File: config.mk
export PLATFORM = sky130hd
export DESIGN_NAME = ring_index_mgr
export DESIGN_NICKNAME = d
export VERILOG_FILES = /design/src/rtl/ring_idx_pkg.sv /design/src/rtl/ring_lane.sv /design/src/rtl/shm_publisher.sv /design/src/rtl/ring_index_mgr.sv
export SDC_FILE = /design/constraint.sdc
export NUM_CORES = 2
export LEC_CHECK = 0
export BUFFER_PORTS_ARGS = -buffer_cell sky130_fd_sc_hd__buf_2
export CAP_MARGIN = 20
export CORE_MARGIN = 8
export CORE_UTILIZATION = 41
export DETAILED_ROUTE_END_ITERATION = 10
export HOLD_SLACK_MARGIN = 0.02
export SLEW_MARGIN = 5
export SYNTH_ARGS = -nofsm -noshare
export SYNTH_HDL_FRONTEND = slang
export SYNTH_SLANG_ARGS = --single-unit
File: constraint.sdc
create_clock -name clk -period 7.7 [get_ports clk]
set_input_delay 0 -clock clk [delete_from_list [all_inputs] [get_ports clk]]
set_output_delay 0 -clock clk [all_outputs]
set_load 0.005 [all_outputs]
File: src/rtl/ring_idx_pkg.sv
package ring_idx_pkg;
  localparam int PTR_W    = 32;
  localparam int LOG_W    = 6;
  localparam int PG_SHIFT = 12;
  localparam int N_RINGS  = 3;
  localparam int RING_REQ = 0;
  localparam int RING_CMP = 1;
  localparam int RING_MSG = 2;

  // Shared index field codes; the setup sequencer walks them in order.
  typedef enum logic [3:0] {
    F_REQ_PROD = 4'd0, F_REQ_CONS = 4'd1, F_REQ_LOG2 = 4'd2,
    F_CMP_PROD = 4'd3, F_CMP_CONS = 4'd4, F_CMP_LOG2 = 4'd5,
    F_MSG_PROD = 4'd6, F_MSG_CONS = 4'd7, F_MSG_LOG2 = 4'd8,
    F_NONE     = 4'd15
  } shm_field_e;

  // Position of the highest set bit plus one, never below one.
  function automatic logic [LOG_W-1:0] bit_len(input logic [PTR_W-1:0] v);
    logic [LOG_W-1:0] n;
    n = LOG_W'(1);
    for (int i = 1; i < PTR_W; i++)
      if (v[i]) n = LOG_W'(i + 1);
    return n;
  endfunction

  function automatic logic [PTR_W-1:0] low_mask(input logic [LOG_W-1:0] k);
    return PTR_W'((64'd1 << k) - 64'd1);
  endfunction
endpackage

File: src/rtl/ring_lane.sv
module ring_lane
  import ring_idx_pkg::*;
#(
  parameter int EPP       = 32,
  parameter int DESC      = 128,
  parameter int PPN_W     = 20,
  parameter int MAX_PAGES = 8,
  localparam int NPG_W    = $clog2(MAX_PAGES + 1),
  localparam int PGI_W    = $clog2(MAX_PAGES),
  localparam int ADDR_W   = PPN_W + PG_SHIFT
) (
  input  logic              clk,
  input  logic              rst_n,
  input  logic              clr_i,
  input  logic              init_i,
  input  logic [NPG_W-1:0]  npages_i,
  input  logic              pg_we_i,
  input  logic [PGI_W-1:0]  pg_idx_i,
  input  logic [PPN_W-1:0]  ppn_i,
  input  logic              adv_i,
  output logic [PTR_W-1:0]  ptr_o,
  output logic [LOG_W-1:0]  log2_o,
  output logic [ADDR_W-1:0] slot_addr_o
);
  logic [PPN_W-1:0] ptab [MAX_PAGES];
  logic [PTR_W-1:0] ptr, mask, slot;
  logic [LOG_W-1:0] lg, k_new;
  logic [PGI_W-1:0] pg;

  assign k_new = bit_len(PTR_W'(npages_i) * PTR_W'(EPP) - PTR_W'(1));
  assign slot  = ptr & mask;
  assign pg    = PGI_W'(slot / PTR_W'(EPP));
  assign slot_addr_o = {ptab[pg], {PG_SHIFT{1'b0}}}
                     + ADDR_W'((slot % PTR_W'(EPP)) * PTR_W'(DESC));
  assign ptr_o  = ptr;
  assign log2_o = lg;

  always_ff @(posedge clk or negedge rst_n) begin
    if (!rst_n) begin
      ptr  <= '0;
      mask <= '0;
      lg   <= '0;
      for (int i = 0; i < MAX_PAGES; i++) ptab[i] <= '0;
    end else if (clr_i) begin
      ptr  <= '0;
      mask <= '0;
      lg   <= '0;
      for (int i = 0; i < MAX_PAGES; i++) ptab[i] <= '0;
    end else begin
      if (pg_we_i) ptab[pg_idx_i] <= ppn_i;
      if (init_i) begin
        ptr  <= '0;
        lg   <= k_new;
        mask <= low_mask(k_new);
      end else if (adv_i) begin
        ptr <= ptr + PTR_W'(1);
      end
    end
  end
endmodule

File: src/rtl/shm_publisher.sv
module shm_publisher
  import ring_idx_pkg::*;
(
  input  logic             clk,
  input  logic             rst_n,
  input  logic             clr_i,
  input  logic             seq_data_i,
  input  logic             seq_msg_i,
  input  logic             req_flush_i,
  input  logic             cmp_flush_i,
  input  logic             msg_flush_i,
  input  logic [PTR_W-1:0] req_ptr_i,
  input  logic [PTR_W-1:0] cmp_ptr_i,
  input  logic [PTR_W-1:0] msg_ptr_i,
  input  logic [LOG_W-1:0] req_log2_i,
  input  logic [LOG_W-1:0] cmp_log2_i,
  input  logic [LOG_W-1:0] msg_log2_i,
  input  logic             desc_busy_i,
  output logic             shm_we_o,
  output shm_field_e       shm_field_o,
  output logic [PTR_W-1:0] shm_data_o
);
  logic             seq_on;
  logic [3:0]       step, step_end;
  logic             req_pend, cmp_pend, msg_pend;
  logic [PTR_W-1:0] req_val, cmp_val, msg_val;
  logic             gnt_req, gnt_cmp, gnt_msg;

  always_comb begin
    shm_we_o    = 1'b0;
    shm_field_o = F_NONE;
    shm_data_o  = '0;
    gnt_req = 1'b0;
    gnt_cmp = 1'b0;
    gnt_msg = 1'b0;
    if (seq_on) begin
      shm_we_o    = 1'b1;
      shm_field_o = shm_field_e'(step);
      if (step == 4'(F_REQ_LOG2))      shm_data_o = PTR_W'(req_log2_i);
      else if (step == 4'(F_CMP_LOG2)) shm_data_o = PTR_W'(cmp_log2_i);
      else if (step == 4'(F_MSG_LOG2)) shm_data_o = PTR_W'(msg_log2_i);
    end else if (req_pend) begin
      shm_we_o = 1'b1; shm_field_o = F_REQ_CONS; shm_data_o = req_val; gnt_req = 1'b1;
    end else if (cmp_pend && !desc_busy_i) begin
      shm_we_o = 1'b1; shm_field_o = F_CMP_PROD; shm_data_o = cmp_val; gnt_cmp = 1'b1;
    end else if (msg_pend && !desc_busy_i) begin
      shm_we_o = 1'b1; shm_field_o = F_MSG_PROD; shm_data_o = msg_val; gnt_msg = 1'b1;
    end
  end

  always_ff @(posedge clk or negedge rst_n) begin
    if (!rst_n) begin
      seq_on <= 1'b0; step <= '0; step_end <= '0;
      req_pend <= 1'b0; cmp_pend <= 1'b0; msg_pend <= 1'b0;
      req_val <= '0; cmp_val <= '0; msg_val <= '0;
    end else if (clr_i) begin
      seq_on <= 1'b0; step <= '0; step_end <= '0;
      req_pend <= 1'b0; cmp_pend <= 1'b0; msg_pend <= 1'b0;
      req_val <= '0; cmp_val <= '0; msg_val <= '0;
    end else begin
      if (seq_on) begin
        if (step == step_end) seq_on <= 1'b0;
        else                  step   <= step + 4'd1;
      end
      if (seq_data_i) begin
        seq_on <= 1'b1; step <= 4'(F_REQ_PROD); step_end <= 4'(F_CMP_LOG2);
      end else if (seq_msg_i) begin
        seq_on <= 1'b1; step <= 4'(F_MSG_PROD); step_end <= 4'(F_MSG_LOG2);
      end
      if (gnt_req) req_pend <= 1'b0;
      if (gnt_cmp) cmp_pend <= 1'b0;
      if (gnt_msg) msg_pend <= 1'b0;
      if (req_flush_i) begin req_pend <= 1'b1; req_val <= req_ptr_i; end
      if (cmp_flush_i) begin cmp_pend <= 1'b1; cmp_val <= cmp_ptr_i; end
      if (msg_flush_i) begin msg_pend <= 1'b1; msg_val <= msg_ptr_i; end
      if (seq_data_i) begin req_pend <= 1'b0; cmp_pend <= 1'b0; end
      if (seq_msg_i)  msg_pend <= 1'b0;
    end
  end
endmodule

File: src/rtl/ring_index_mgr.sv
module ring_index_mgr
  import ring_idx_pkg::*;
#(
  parameter int PPN_W     = 20,
  parameter int MAX_PAGES = 8,
  parameter int REQ_SLOTS = 32,
  parameter int CMP_SLOTS = 128,
  parameter int MSG_SLOTS = 64,
  parameter int REQ_DESC  = 128,
  parameter int CMP_DESC  = 32,
  parameter int MSG_DESC  = 64,
  localparam int NPG_W    = $clog2(MAX_PAGES + 1),
  localparam int PGI_W    = $clog2(MAX_PAGES),
  localparam int ADDR_W   = PPN_W + PG_SHIFT
) (
  input  logic              clk,
  input  logic              rst_n,
  input  logic              cleanup_i,
  input  logic              pg_we_i,
  input  logic [1:0]        pg_ring_i,
  input  logic [PGI_W-1:0]  pg_idx_i,
  input  logic [PPN_W-1:0]  pg_ppn_i,
  input  logic              setup_data_i,
  input  logic [NPG_W-1:0]  req_npages_i,
  input  logic [NPG_W-1:0]  cmp_npages_i,
  input  logic              setup_msg_i,
  input  logic [NPG_W-1:0]  msg_npages_i,
  input  logic [PTR_W-1:0]  req_prod_i,
  input  logic              req_pop_i,
  output logic              req_empty_o,
  output logic [ADDR_W-1:0] req_addr_o,
  input  logic              req_flush_i,
  input  logic              cmp_pop_i,
  output logic [ADDR_W-1:0] cmp_addr_o,
  input  logic              cmp_flush_i,
  input  logic [PTR_W-1:0]  msg_prod_i,
  input  logic [PTR_W-1:0]  msg_cons_i,
  output logic              msg_room_o,
  input  logic              msg_pop_i,
  output logic [ADDR_W-1:0] msg_addr_o,
  input  logic              msg_flush_i,
  input  logic              desc_busy_i,
  output logic              shm_we_o,
  output logic [3:0]        shm_field_o,
  output logic [PTR_W-1:0]  shm_data_o
);
  logic [PTR_W-1:0]  ptr_w  [N_RINGS];
  logic [LOG_W-1:0]  lg_w   [N_RINGS];
  logic [ADDR_W-1:0] addr_w [N_RINGS];
  logic [NPG_W-1:0]  npg_w  [N_RINGS];
  logic [N_RINGS-1:0] init_w, adv_w;
  logic data_ok, msg_ok, msg_init;
  logic [PTR_W-1:0] msg_fill;
  shm_field_e field_w;

  assign msg_init = setup_msg_i && data_ok;
  assign init_w   = {msg_init, setup_data_i, setup_data_i};
  assign adv_w    = {msg_pop_i, cmp_pop_i, req_pop_i && !req_empty_o};
  assign npg_w[RING_REQ] = req_npages_i;
  assign npg_w[RING_CMP] = cmp_npages_i;
  assign npg_w[RING_MSG] = msg_npages_i;

  for (genvar g = 0; g < N_RINGS; g++) begin : g_ring
    localparam int EPP = (g == RING_REQ) ? REQ_SLOTS : (g == RING_CMP) ? CMP_SLOTS : MSG_SLOTS;
    localparam int DSZ = (g == RING_REQ) ? REQ_DESC  : (g == RING_CMP) ? CMP_DESC  : MSG_DESC;
    ring_lane #(.EPP(EPP), .DESC(DSZ), .PPN_W(PPN_W), .MAX_PAGES(MAX_PAGES)) u_lane (
      .clk(clk), .rst_n(rst_n), .clr_i(cleanup_i), .init_i(init_w[g]),
      .npages_i(npg_w[g]), .pg_we_i(pg_we_i && (pg_ring_i == 2'(g))),
      .pg_idx_i(pg_idx_i), .ppn_i(pg_ppn_i), .adv_i(adv_w[g]),
      .ptr_o(ptr_w[g]), .log2_o(lg_w[g]), .slot_addr_o(addr_w[g])
    );
  end

  assign req_empty_o = (req_prod_i == ptr_w[RING_REQ]);
  assign req_addr_o  = req_empty_o ? '0 : addr_w[RING_REQ];
  assign cmp_addr_o  = addr_w[RING_CMP];
  assign msg_addr_o  = addr_w[RING_MSG];

  assign msg_fill   = msg_prod_i - msg_cons_i;
  assign msg_room_o = msg_ok &&
    ({1'b0, msg_fill} < ({1'b0, low_mask(lg_w[RING_MSG])} + 33'd1));

  always_ff @(posedge clk or negedge rst_n) begin
    if (!rst_n) begin
      data_ok <= 1'b0;
      msg_ok  <= 1'b0;
    end else if (cleanup_i) begin
      data_ok <= 1'b0;
      msg_ok  <= 1'b0;
    end else begin
      if (setup_data_i) data_ok <= 1'b1;
      if (msg_init)     msg_ok  <= 1'b1;
    end
  end

  shm_publisher u_pub (
    .clk(clk), .rst_n(rst_n), .clr_i(cleanup_i),
    .seq_data_i(setup_data_i), .seq_msg_i(msg_init),
    .req_flush_i(req_flush_i), .cmp_flush_i(cmp_flush_i), .msg_flush_i(msg_flush_i),
    .req_ptr_i(ptr_w[RING_REQ]), .cmp_ptr_i(ptr_w[RING_CMP]), .msg_ptr_i(ptr_w[RING_MSG]),
    .req_log2_i(lg_w[RING_REQ]), .cmp_log2_i(lg_w[RING_CMP]), .msg_log2_i(lg_w[RING_MSG]),
    .desc_busy_i(desc_busy_i),
    .shm_we_o(shm_we_o), .shm_field_o(field_w), .shm_data_o(shm_data_o)
  );
  assign shm_field_o = 4'(field_w);
endmodule

==> reports/results.ini <==
[placed_design]
gp_congestion = 0.863
port_buffers = 262
dp_hpwl_um = 72200

[worst_setup_path]
cp-end-kind = output pin
worst_path_max_delay_cell = dfrtp_1
crit_required_ps = 7700
worstPathArrival_ps = 5370
crit_fanout = 23
cp-startpoint = g_ring[2].u_lane.log2_o[5]
r2r_start = g_ring[0].u_lane.ptr_o[5]
worstRegToRegCells = 9
cp_slowest_stage_delay_ps = 800
critPathMostFrequentCell = a21oi_1
r2r_slack_ps = 5090
endpoint = msg_room_o
critPathKind = register to output pin
critPathLaunchType = register
crit_path_cell_trace = nor2_1, nand3_1, ha_1, inv_1, nor2_1, nand2_1, nor4b_1, a21o_1, a21oi_1, ha_1, a21o_1, a21oi_1, nor2b_1, o21ai_0, a21oi_1, o31ai_1, a21oi_1, o21ai_0, buf_2
worstReg2RegEnd = g_ring[0].u_lane.ptr_o[31]

[power]
leakage_nw = 19.0
p_per_area_mw_per_mm2 = 200
ir_drop_mv = 0.180

[floorplanning]
ios = 281
start_util = 0.412
chipWidth_um = 319
dieArea_mm2 = 0.102
die_y_um = 319
num_rows = 111
core_area_mm2 = 0.0914

[clocking]
cts_tree = yes
cts_max_level = 3
cts_buffers = 82
root_buffer = clkbuf_16
clk_path_buf_depth = 3
path_clk_slew_ps = 60
post_cts_buffers = 0
clock_sinks = 726
insertion_delay_ps = 630

[timing]
post-route-period-util = 0.698
maxSlewHeadroom = 0.240
fmax_mhz = 186
hold_viol_final = 0
rsz0062_at_grt = false
finClkSkew_ps = 35.2
slew_viol_final = 0
worst_slew_pin_slew_ps = 1140
final.setup.tns_ps = 0
worst_hold_slack_ps = 11.0
min_period_ps = 5370
setup-violations-final = 0

[routing]
wl_met2_um = 54000
wl_met3_um = 8410
routed_wirelength_um = 117000
drt_pass1_iterations = 7
vias_per_cell = 5.54
ant_nets = 0
wl_per_cell_um = 21.2
wl_met1_um = 52400
num_vias = 30700
top_layer = met4
drc_errors = 0
drt_iter0_drc = 3101

[finish]
layout_common_cells = nand2_1, dfrtp_1, a21oi_1
drive_above_1_share = 0.147
final_nets = 4503
utilization = 0.471
final_common_cell = nand2_1
syn_to_final_growth_pct = 14.1

[global_route]
antenna_found_initial = 6
grt_pass1_wl_um = 184000
grt_max_degree = 180
grt.overflow.total = 0
grt_pass1_vias = 30300
grtUsageTotal = 0.225

[yosys]
ys.flop_type = dfrtp_1
yosysUniqueCellTypes = 72
synth_edf_count = 0
synth_cells = 4142
syn_avg_cell_area_um2 = 9.10
yosysSeqAreaShare = 0.482
ys_ff_latch = 726
synth_warnings = 0
syn_area_mm2 = 0.0377
ys_async_sr_fraction = 1.00

[run]
cap_violations = 0

[run_status]
outcome = completed

[hold_path]
hp-class = primary input to async pin

==> stage by stage <==
stage / area [um^2] / total power, mW / setup WS [ps] / instances
2_1_floorplan: 37800 / 4.38 / 4020 / 4164
3_3_place_gp: 39700 / 4.66 / 2990 / 5323
3_5_place_dp: 39700 / 4.67 / 2950 / 5323
4_1_cts: 43000 / 8.66 / 2300 / 5527
5_1_grt: 43000 / 8.90 / 1680 / 5532
6_report: 43000 / 8.59 / 2330 / 5535
==> what timing repair did <==
item / in CTS / in global routing
endpoints found under the hold margin: 683 / 0
setup endpoints to repair: 0 / 0
hold buffers: 55 / 0
gates resized for setup: 0 / 0
==> final cells by class <==
type | count | area (um^2)
flip-flops and latches | 726 | 18200
fillers | 8683 | 48400
clock buffers | 120 | 2460
inverters | 89 | 334
multi-input cells | 3012 | 17900
well taps | 1186 | 1480
diodes | 5 | 12.5
clock inverters | 29 | 290
repair buffers | 368 | 2320
==> critical path: cells and delay by family (launching register included) <==
family                     cells  cell delay, ps
and+or+nand+nor                6            1360
AOI/OAI and AO/OA              9            1410
adders and majority gates      2             820
DFF                            1             800
buffers and inverters          2             370
==> Yosys cell counts (3+ instances only) <==
master	n	area, um^2
or3_1	26	163
and2_1	22	138
nand4_1	24	150
a32oi_1	5	43.8
or2_2	6	37.5
o31ai_1	4	30.0
nor3_1	27	135
mux2i_1	102	1020
nand2b_1	20	125
and3_1	25	156
xnor2_1	88	771
nand2_1	1144	4290
or3b_2	3	26.3
o2111ai_1	6	52.6
a31oi_1	8	50.1
and3b_1	3	26.3
nor2b_1	12	75.1
o22ai_1	3	18.8
a211oi_1	7	52.6
inv_1	89	334
nor3b_1	5	37.5
a21boi_1	4	30.0
a311oi_1	3	26.3
o21a_1	7	52.6
ha_1	77	963
nand3_1	66	330
nor4_1	5	31.3
a21o_1	15	113
o21ai_1	7	35.0
dfrtp_1	726	18200
xor2_1	55	482
buf_4	18	135
a21oi_1	585	2930
o21ai_0	62	310
nand3b_1	6	45.0
mux2_2	41	462
buf_2	14	70.1
a22o_1	3	26.3
nor2_1	322	1210
buf_1	13	48.8
clkbuf_1	292	1100
a222oi_1	32	320
and4_1	4	35.0
mux4_2	120	2700
o211ai_1	4	30.0
==> kinds of logic (layout without fill, tap and decap cells) <==
logic type,count (synthesis),after routing,synth area share
mux,263,263,0.111
other cells,2,29,0.000199
xor+xnor,143,143,0.0332
buf+inv,426,606,0.0447
fa+ha+maj,78,78,0.0261
flops,726,726,0.482
compound gates,772,772,0.113
simple gates,1732,1732,0.189
==> power by group <==
group / internal [mW] / total (mW) / switching [mW] / leakage, nW
Combinational: 0.252 / 0.750 / 0.497 / 7.54
Clock: 2.30 / 3.96 / 1.66 / 1.37
Sequential: 3.85 / 3.88 / 0.0297 / 10.1
==> per-layer routing <==
| metal | track usage | up-vias |
|---|---|---|
| li1 | - | 14200 |
| met1 | 0.321 | 15300 |
| met2 | 0.354 | 1006 |
| met3 | 0.0414 | 139 |
| met4 | 0.0582 | 0 |
| met5 | 0 | - |
==> how the worst min path moves through the flow <==
stage / to / from / slack, ps
floorplan: data_ok / rst_n / -300
CTS: g_ring[1].u_lane.ptab[81] / rst_n / 30
finish: g_ring[2].u_lane.mask[0] / rst_n / 10
global placement: g_ring[2].u_lane.log2_o[5] / rst_n / 90
detailed placement: g_ring[2].u_lane.log2_o[5] / rst_n / 80
global route: g_ring[2].u_lane.mask[0] / rst_n / 80
==> registers in the layout, indices dropped and copies added, names as in the netlist, 2 cells and up <==
name	count
u_pub.msg_val	32
g_ring.u_lane.ptab	480
u_pub.step	4
g_ring.u_lane.mask	27
g_ring.u_lane.log2_o	15
g_ring.u_lane.ptr_o	96
u_pub.req_val	32
u_pub.step_end	2
u_pub.cmp_val	32
Note: power is estimated with default switching activity, not from simulation.
